===== config.mk =====
export PLATFORM = sky130hd
export DESIGN_NAME = card_irq_router
export DESIGN_NICKNAME = d
export VERILOG_FILES = /design/src/rtl/card_irq_router.sv
export SDC_FILE = /design/constraint.sdc
export NUM_CORES = 1
export LEC_CHECK = 0
export ABC_AREA = 1
export ABC_CLOCK_PERIOD_IN_PS = 800
export BUFFER_PORTS_ARGS = -buffer_cell sky130_fd_sc_hd__buf_4
export CAP_MARGIN = 10
export CELL_PAD_IN_SITES_DETAIL_PLACEMENT = 1
export CELL_PAD_IN_SITES_GLOBAL_PLACEMENT = 2
export CORE_MARGIN = 3
export CORE_UTILIZATION = 19
export CTS_CLUSTER_DIAMETER = 30
export DETAILED_ROUTE_END_ITERATION = 8
export GPL_TIMING_DRIVEN = 0
export PLACE_DENSITY_LB_ADDON = 0.1
export SKIP_LAST_GASP = 1
export SYNTH_ARGS = -nofsm -noshare
export SYNTH_HDL_FRONTEND = slang
export SYNTH_SLANG_ARGS = --single-unit

===== constraint.sdc =====
create_clock -name clk -period 0.8 [get_ports clk]
set_input_delay 0.16 -clock clk [delete_from_list [all_inputs] [get_ports clk]]
set_output_delay 0.16 -clock clk [all_outputs]
set_load 0.02 [all_outputs]

===== src/rtl/card_irq_router.sv =====
module card_irq_router #(
  parameter int NEV = 13,
  parameter int WW  = 16,
  parameter int RXB = 5,
  parameter int TXB = 6,
  parameter int CKB = 4
) (
  input  logic           clk,
  input  logic           rst_n,
  input  logic [NEV-1:0] set_evt,
  input  logic [NEV-1:0] clr_evt,
  input  logic           mask_we,
  input  logic [WW-1:0]  mask_wdata,
  input  logic           clkctl_we,
  input  logic [1:0]     clkctl_wdata,
  input  logic           dma_en,
  output logic [NEV-1:0] mask_q,
  output logic [NEV-1:0] pend_q,
  output logic           clk_en_stat,
  output logic           xfer_abort,
  output logic           cpu_irq,
  output logic           rx_dreq,
  output logic           tx_dreq
);
  localparam logic [NEV-1:0] FIFO_BITS = (NEV'(1) << RXB) | (NEV'(1) << TXB);

  logic           stop_wr, start_wr;
  logic [NEV-1:0] pend_n, eff_mask;

  assign stop_wr  = clkctl_we & clkctl_wdata[0];
  assign start_wr = clkctl_we & clkctl_wdata[1];
  assign eff_mask = mask_q | (dma_en ? FIFO_BITS : '0);

  always_comb begin
    pend_n = (pend_q & ~clr_evt) | set_evt;
    if (start_wr) pend_n[CKB] = 1'b0;
    if (stop_wr)  pend_n[CKB] = 1'b1;
  end

  always_ff @(posedge clk) begin
    if (!rst_n) begin
      mask_q      <= '0;
      pend_q      <= '0;
      clk_en_stat <= 1'b0;
      xfer_abort  <= 1'b0;
      cpu_irq     <= 1'b0;
      rx_dreq     <= 1'b0;
      tx_dreq     <= 1'b0;
    end else begin
      if (mask_we) mask_q <= mask_wdata[NEV-1:0];
      pend_q <= pend_n;
      if (stop_wr)       clk_en_stat <= 1'b0;
      else if (start_wr) clk_en_stat <= 1'b1;
      xfer_abort <= stop_wr;
      cpu_irq    <= |(pend_q & ~eff_mask);
      rx_dreq    <= pend_q[RXB];
      tx_dreq    <= pend_q[TXB];
    end
  end

  assert_rx_req_R6: assert property (@(posedge clk) disable iff (!rst_n)
    set_evt[RXB] |=> ##1 rx_dreq);

  assert_tx_req_R6: assert property (@(posedge clk) disable iff (!rst_n)
    set_evt[TXB] |=> ##1 tx_dreq);

  assert_stop_clk_R7: assert property (@(posedge clk) disable iff (!rst_n)
    (clkctl_we && clkctl_wdata[0]) |=> (!clk_en_stat && pend_q[CKB] && xfer_abort));

  assert_start_clk_R8: assert property (@(posedge clk) disable iff (!rst_n)
    (clkctl_we && clkctl_wdata == 2'b10) |=> (clk_en_stat && !pend_q[CKB]));

  assert_dma_hides_fifo_R5: assert property (@(posedge clk) disable iff (!rst_n)
    (dma_en && (pend_q & ~FIFO_BITS) == '0) |=> !cpu_irq);

  assert_abort_pulse_R7: assert property (@(posedge clk) disable iff (!rst_n)
    xfer_abort |-> $past(clkctl_we));
endmodule


==> impl_metrics.py, run 1 <==
metrics = {
    "final_layout": {
        "antenna_cells": 0,
        "regArea_um2": 689,
        "multi_input_area_um2": 474,
        "area_delta_synth_final_pct": 79.1,
        "nets": 287,
        "final_util_pct": 36.4,
        "fill_cells": 727,
        "drive_gt1_share_pct": 66.9,
    },
    "yosys": {
        "synth_top_area_cell": "dfxtp_1",
        "ys_types": 14,
        "synthCells": 153,
        "syn_avg_cell_area_um2": 8.15,
        "ys_seq_area_share_pct": 49.7,
        "ys.flop_type": "dfxtp_1",
        "syn_area_um2": 1250,
        "async_reset_ff_share_pct": 0,
        "synth_fp_nets": 202,
        "synth-seq-cells": 31,
        "synth_top_area_share_pct": 49.7,
        "post-synth-top-count-cell": "dfxtp_1",
        "synth_area_leaders": "dfxtp_1, nand2_1, inv_1",
        "yosysWarnings": 0,
        "synth_common_cells": "dfxtp_1, nand2_1, inv_1",
        "synth_edf_count": 0,
    },
    "pwr": {
        "p_comb_share_pct": 22.2,
        "p_int_mw": 2.91,
        "irDropWorstVdd_mv": 0.789,
        "p_leak_nw": 1.07,
        "switching_share_pct": 27.1,
        "power_density_nw_per_um2": 1790,
        "p_switching_mw": 1.08,
        "p_clk_share_pct": 34.2,
        "seqPwrFrac_pct": 43.6,
    },
    "floorplan": {
        "initial_core_util_pct": 20.3,
        "io_pins": 80,
        "die_area_um2": 7570,
        "core_area_um2": 6130,
        "die_h_um": 87.0,
        "placement_rows": 28,
        "die_x_um": 87.0,
    },
    "critical_path": {
        "path_delay_family": "flip-flops",
        "start_kind": "register",
        "crit_fanout": 2,
        "worstPathCellList": "buf_6",
        "slowest_delay_ns": 0.36,
        "critPathArrivalTime_ns": 0.77,
        "cp_slowest_cell": "dfxtp_4",
        "cp-end-kind": "primary output",
        "worstPathRequired_ns": 0.64,
        "critical_path_class": "register to primary output",
        "crit_buf_inv": 1,
    },
    "status": {
        "violations": "setup timing",
        "status": "finished with violations",
    },
    "grt": {
        "grt_pass1_vias": 1233,
        "grt_pass1_wl_um": 6160,
        "antenna_found_initial": 0,
        "grt_max_degree": 11,
        "gr-total-overflow": 0,
        "grt.total_usage_pct": 10.8,
    },
    "sta": {
        "finalHoldViolations": 0,
        "period_needed_ns": 0.926,
        "maxSlewHeadroom_pct": 86.0,
        "tightest_slew_ns": 0.208,
        "layout_setup_ws_ns": -0.126,
        "final-setup-viol-count": 32,
        "finalMaxSlewViolations": 0,
        "rsz0062_at_grt": "true",
        "finClkSkew_ns": 0.00185,
        "hold_ws_ns": 0.0737,
        "fmax_mhz": 1080,
        "min_period_over_period_pct": 116,
    },
    "detailed_routing": {
        "ant_nets": 0,
        "dr.pass1.iters": 4,
        "avgViaCountPerCell": 3.98,
        "drt_iter0_drc": 13,
        "wl_per_cell_um": 12.6,
        "num_vias": 1250,
        "drt_wl_total_um": 3940,
        "drc": 0,
    },
    "clock_network": {
        "cts_root_buffer": "clkbuf_8",
        "htree_levels": 2,
        "cts_made_buffers": 5,
        "cts_sinks": 31,
        "cts_tree": "done",
        "cts_max_path_buffers": 2,
        "path_clk_slew_ns": 0.07,
        "clk_latency_ns": 0.28,
    },
    "job": {
        "max_cap_viol_count": 0,
    },
    "placed_design": {
        "dp.final_hpwl_um": 3040,
        "routabilityCongestion": 0.646,
        "port_buffers": 75,
    },
    "hold_path": {
        "hp-class": "primary input to register",
    },
}
[routing by layer]
layer	track usage [%]	vias to the layer above	wire length, µm
li1	-	642	-
met1	13.5	557	1690
met2	16.7	44	1880
met3	3.97	7	315
met4	4.25	0	55
met5	0	-	0
[worst paths after layout]
path | from | to | slack (ns) | depth (start not counted)
max | mask_q[10] | mask_q[10] | -0.13 | 1
max reg2reg | mask_q[10] | cpu_irq | -0.11 | 7
min | clr_evt[5] | pend_q[5] | 0.07 | 2
min reg2reg | pend_q[6] | tx_dreq | 0.47 | 2
[timing repair]
item / CTS / global route
pin swaps: 0 / 6
setup buffers: 1 / 2
endpoints found under the setup margin: 32 / 33
hold buffers: 0 / 0
resized for setup: 50 / 11
[cells by family after synthesis]
family,count (synthesis),synth area share [%]
simple gates,49,15.5
compound gates,40,20.9
flops,31,49.7
buf+inv,33,13.8
[power by group through the flow]
stage	clock network [mW]	registers [mW]	logic [mW]
after floorplan	0	1.86	0.269
after global placement	0	1.74	0.808
after global routing	1.48	1.76	0.966
after detailed placement	0	1.74	0.810
final	1.36	1.74	0.885
after CTS	1.42	1.74	0.885
[area by class of cell]
class / count / area share (%)
plain buffers: 5 / 2.91
clock buffers: 8 / 4.48
inverters: 28 / 4.93
multi-input cells: 89 / 21.2
flip-flops and latches: 31 / 30.9
well taps: 75 / 4.20
repair buffers: 78 / 31.4
[stage by stage]
step	std cells	setup slack [ns]	total power [mW]	cell area [µm²]	TNS (ns)
4_1_cts	312	-0.135	4.04	2200	-3.70
2_1_floorplan	153	-0.0543	2.13	1290	-0.0543
3_3_place_gp	303	-0.131	2.55	1950	-0.586
6_report	314	-0.126	3.99	2230	-3.28
5_1_grt	314	-0.179	4.20	2230	-4.28
3_5_place_dp	303	-0.119	2.55	1950	-0.620
[flip-flops by register name (all words and copies together) (netlist names)]
| name | count |
|---|---|
| clk_en_stat | 1 |
| cpu_irq | 1 |
| mask_q | 13 |
| pend_q | 13 |
| rx_dreq | 1 |
| tx_dreq | 1 |
| xfer_abort | 1 |
[layout by cell type (no fill, tap or decap)]
cell type  Yosys  final
inv_2          1      9
nand2_2        1      6
nand2_1       27     22
a21oi_2        8      8
clkbuf_8       0      7
buf_6          4     35
nor2_2         3      6
buf_12         1      1
a21oi_1       16     16
nor2_1        18     15
inv_1         26     17
o21ai_2        8      8
buf_4          0     47
o21ai_0        8      7
o21ai_1        0      1
clkbuf_1       0      1
dfxtp_2        0     19
inv_4          1      2
dfxtp_4        0     12
No activity file was read; power rests on OpenSTA's default activity.
==> inputs of run 2 (changes only) <==
==> constraint.sdc (replaced) <==
create_clock -name clk -period 0.8 [get_ports clk]
set_input_delay 0 -clock clk [delete_from_list [all_inputs] [get_ports clk]]
set_output_delay 0 -clock clk [all_outputs]
set_load 0.02 [all_outputs]
==> impl_metrics.py, run 2 (synthesis gave the netlist of run 1 again) <==
metrics = {
    "clock_network": {
        "htree_levels": 2,
        "cts_root_buffer": "clkbuf_8",
        "clk_latency_ns": 0.28,
        "cts_max_path_buffers": 2,
        "cts_made_buffers": 5,
        "cts_sinks": 31,
        "cts_tree": "done",
        "path_clk_slew_ns": 0.06,
    },
    "sta": {
        "finalMaxSlewViolations": 0,
        "finalHoldViolations": 0,
        "maxSlewHeadroom_pct": 85.8,
        "tightest_slew_ns": 0.211,
        "layout_setup_ws_ns": -0.101,
        "rsz0062_at_grt": "true",
        "finClkSkew_ns": 0.00203,
        "finalSetupTns_ns": -0.101,
        "final-setup-viol-count": 1,
        "min_period_over_period_pct": 113,
        "fmax_mhz": 1110,
        "period_needed_ns": 0.901,
    },
    "grt": {
        "antenna_found_initial": 0,
        "grt.total_usage_pct": 11.5,
        "grt_pass1_wl_um": 6620,
        "grt_max_degree": 11,
        "gr-total-overflow": 0,
        "grt_pass1_vias": 1364,
    },
    "critical_path": {
        "path_delay_family": "simple AND/OR/NAND/NOR gates",
        "start_kind": "register",
        "crit_buf_inv": 1,
        "worstPathCellList": "inv_2 -> nand2_1 -> nand2_1 -> nor2_2 -> nand2_1 -> nor2_1 -> nor2_1",
        "slowest_delay_ns": 0.35,
        "cp-end-kind": "register",
        "cp_slowest_cell": "dfxtp_4",
        "crit_fanout": 2,
        "critPathArrivalTime_ns": 1.07,
        "worstPathRequired_ns": 0.97,
        "crit_top_cell": "nand2_1",
        "critical_path_class": "register to register",
    },
    "detailed_routing": {
        "drt_iter0_drc": 18,
        "num_vias": 1379,
        "dr.pass1.iters": 3,
        "wl_per_cell_um": 12.3,
        "avgViaCountPerCell": 3.97,
        "drc": 0,
        "ant_nets": 0,
        "drt_wl_total_um": 4280,
    },
    "final_layout": {
        "area_delta_synth_final_pct": 95.5,
        "nets": 320,
        "fill_cells": 729,
        "final_cell_mix": "buf_4, dlygate4sd3_1, nand2_1",
        "drive_gt1_share_pct": 53.3,
        "antenna_cells": 0,
        "final_util_pct": 39.8,
        "top_regs": "mask_q (13), pend_q (13)",
        "regArea_um2": 684,
        "final_common_cell": "buf_4",
        "multi_input_area_um2": 459,
        "instances_no_fill": 347,
    },
    "pwr": {
        "irDropWorstVdd_mv": 0.793,
        "p_leak_nw": 1.19,
        "power_density_nw_per_um2": 1650,
        "power_mw": 4.01,
    },
    "placed_design": {
        "post-place-ws_ns": -0.119,
        "dp.final_hpwl_um": 3040,
        "port_buffers": 75,
        "dp_cells": 303,
        "routabilityCongestion": 0.646,
    },
    "floorplan": {
        "placement_rows": 28,
        "io_pins": 80,
        "die_x_um": 87.0,
        "die_area_um2": 7570,
        "initial_core_util_pct": 20.3,
        "die_h_um": 87.0,
        "core_area_um2": 6130,
    },
    "hold_path": {
        "hp-class": "primary input to register",
    },
    "status": {
        "violations": "setup timing",
        "status": "finished with violations",
    },
    "job": {
        "max_cap_viol_count": 0,
    },
}
[run 2: worst paths after layout]
kind / from / endpoint / slack, ns / depth (start not counted)
max reg2reg: mask_q[7] / cpu_irq / -0.10 / 7
min: clr_evt[9] / pend_q[9] / 0.008 / 4
max: mask_q[7] / cpu_irq / -0.10 / 7
min reg2reg: clk_en_stat / clk_en_stat / 0.46 / 2
[run 2: metrics by stage]
| stage | hold slack [ns] | area (µm²) |
|---|---|---|
| 2_1_floorplan | 0.109 | 1290 |
| 3_3_place_gp | 0.204 | 1950 |
| 3_5_place_dp | 0.207 | 1950 |
| 4_1_cts | 0.000246 | 2400 |
| 5_1_grt | 0.00486 | 2440 |
| 6_report | 0.00807 | 2440 |
[run 2: report_power, final]
group          leakage [nW]  switching [mW]  internal, mW
sequential            0.269          0.0659          1.65
combinational         0.871           0.433         0.511
clock                0.0515           0.567         0.785
[run 2: area by class of cell]
class | instances | share of cell area [%]
inverter | 28 | 4.52
buffer | 5 | 2.67
sequential | 31 | 28.1
timing repair buffer | 111 | 38.0
clock buffer | 8 | 4.10
tap | 75 | 3.85
multi-input combinational | 89 | 18.8
[run 2: timing repair]
item                                   CTS  global route
setup endpoints to repair               10            14
setup buffers                            0             1
hold buffers                            33             2
cloned                                   0             0
resized for setup                       11             8
endpoints found under the hold margin   24             2
[run 2: tightest hold or removal path: stages]
cell,delay [ns]
buf_4,0.07
inv_1,0.03
a21oi_1,0.10
nor2_1,0.04
[run 2: per-layer routing]
layer | track usage [%] | vias to the layer above | wire, µm
li1 | - | 708 | -
met1 | 14.1 | 618 | 1880
met2 | 18.7 | 45 | 2040
met3 | 3.60 | 8 | 289
met4 | 4.25 | 0 | 63
met5 | 0 | - | 0
==> inputs of run 3 (changes only) <==
Settings changed: CELL_PAD_IN_SITES_DETAIL_PLACEMENT 1 to 0, CELL_PAD_IN_SITES_GLOBAL_PLACEMENT 2 to 1, CORE_UTILIZATION 19 to 25.
==> impl_metrics.py, run 3 (synthesis gave the netlist of run 1 again) <==
metrics = {
    "status": {
        "status": "finished with violations",
        "violations": "hold timing, setup timing",
    },
    "detailed_routing": {
        "drt_wl_total_um": 3810,
        "num_vias": 1339,
        "avgViaCountPerCell": 4.00,
        "drt_iter0_drc": 26,
        "wl_per_cell_um": 11.4,
        "drc": 0,
        "ant_nets": 0,
        "dr.pass1.iters": 4,
    },
    "floorplan": {
        "io_pins": 80,
        "die_x_um": 76.6,
        "die_area_um2": 5870,
        "die_h_um": 76.6,
        "initial_core_util_pct": 26.1,
        "placement_rows": 25,
        "core_area_um2": 4790,
    },
    "sta": {
        "layout_setup_ws_ns": -0.0987,
        "period_needed_ns": 0.899,
        "min_period_over_period_pct": 112,
        "finalSetupTns_ns": -0.0987,
        "rsz0062_at_grt": "true",
        "final-setup-viol-count": 1,
        "tightest_slew_ns": 0.204,
        "finClkSkew_ns": 0.00714,
        "finalHoldViolations": 5,
        "hold_ws_ns": -0.00634,
        "finalMaxSlewViolations": 0,
        "fmax_mhz": 1110,
        "maxSlewHeadroom_pct": 86.3,
    },
    "grt": {
        "grt_max_degree": 11,
        "grt_pass1_wl_um": 6240,
        "grt_pass1_vias": 1295,
        "grt.total_usage_pct": 13.5,
        "gr-total-overflow": 0,
        "antenna_found_initial": 0,
    },
    "clock_network": {
        "post_cts_buffers": 0,
        "htree_levels": 2,
        "cts_max_path_buffers": 2,
        "cts_tree": "done",
        "cts_sinks": 31,
        "cts_made_buffers": 5,
        "cts_root_buffer": "clkbuf_8",
        "path_clk_slew_ns": 0.06,
        "clk_latency_ns": 0.28,
    },
    "critical_path": {
        "crit_fanout": 2,
        "critical_path_class": "register to register",
        "cp-end-kind": "register",
        "start_kind": "register",
        "worstPathRequired_ns": 0.98,
        "critPathArrivalTime_ns": 1.07,
    },
    "job": {
        "max_cap_viol_count": 0,
    },
    "final_layout": {
        "area_delta_synth_final_pct": 91.5,
        "nets": 316,
        "final_cell_mix": "buf_4, dlygate4sd3_1, nand2_1",
        "instances_no_fill": 335,
        "final_common_cell": "buf_4",
        "drive_gt1_share_pct": 53.0,
        "top_regs": "mask_q (13), pend_q (13)",
        "antenna_cells": 0,
    },
    "placed_design": {
        "routabilityCongestion": 0.708,
        "dp_cells": 295,
        "dp.final_hpwl_um": 2640,
        "port_buffers": 75,
    },
    "pwr": {
        "p_leak_nw": 1.15,
        "irDropWorstVdd_mv": 0.790,
        "power_density_nw_per_um2": 1600,
    },
    "hold_path": {
        "hp-class": "primary input to register",
    },
}
## run 3: final cells by class
type | count | area (µm²)
buffer | 5 | 65.1
clock inverter | 1 | 5.00
timing repair buffer | 107 | 906
clock buffer | 7 | 76.3
inverter | 28 | 110
fill | 493 | 2400
multi-input combinational | 89 | 459
sequential | 31 | 683
tap | 67 | 83.8
## run 3: per-layer routing
layer	track usage, %	vias up	wire length [µm]
li1	-	699	-
met3	5.67	5	325
met4	3.80	0	47
met2	22.1	48	1850
met1	16.1	587	1590
met5	0	-	0
## run 3: through the flow
stage / instance area (µm²) / hold WS [ns] / total power [mW] / utilization [%] / setup WS (ns)
floorplan: 1290 / 0.109 / 2.13 / - / -0.0543
global route: 2390 / 0.00439 / 4.04 / 49.9 / -0.211
detailed placement: 1940 / 0.201 / 2.54 / 40.6 / -0.129
finish: 2390 / -0.00634 / 3.82 / 49.9 / -0.0987
CTS: 2350 / -0.00612 / 3.86 / 49.2 / -0.141
global placement: 1940 / 0.201 / 2.54 / 40.6 / -0.124
## run 3: worst paths after layout
check                   from       to  slack (ns)  depth (start not counted)
hold / removal         rst_n  tx_dreq      -0.006                          3
setup / recovery  mask_q[10]  cpu_irq        -0.1                          7
setup reg to reg  mask_q[10]  cpu_irq        -0.1                          7
hold reg to reg    pend_q[6]  tx_dreq        0.46                          2
## run 3: repair_timing
item / 4_1_cts / 5_1_grt
resized for setup: 7 / 15
hold endpoints to repair: 24 / 0
hold buffers: 32 / 0
endpoints found under the setup margin: 9 / 15
## run 3: worst max-delay path, cell delays in order, from the launching register on
cell	delay, ns
dfxtp_4	0.34
inv_1	0.05
nand2_1	0.05
nand2_1	0.07
nor2_2	0.08
nand2_1	0.06
nor2_1	0.09
nor2_1	0.04
## run 3: power by group
part	leakage (nW)	internal [mW]	switching, mW
Combinational	0.841	0.509	0.424
Clock	0.0422	0.609	0.565
Sequential	0.269	1.65	0.0683
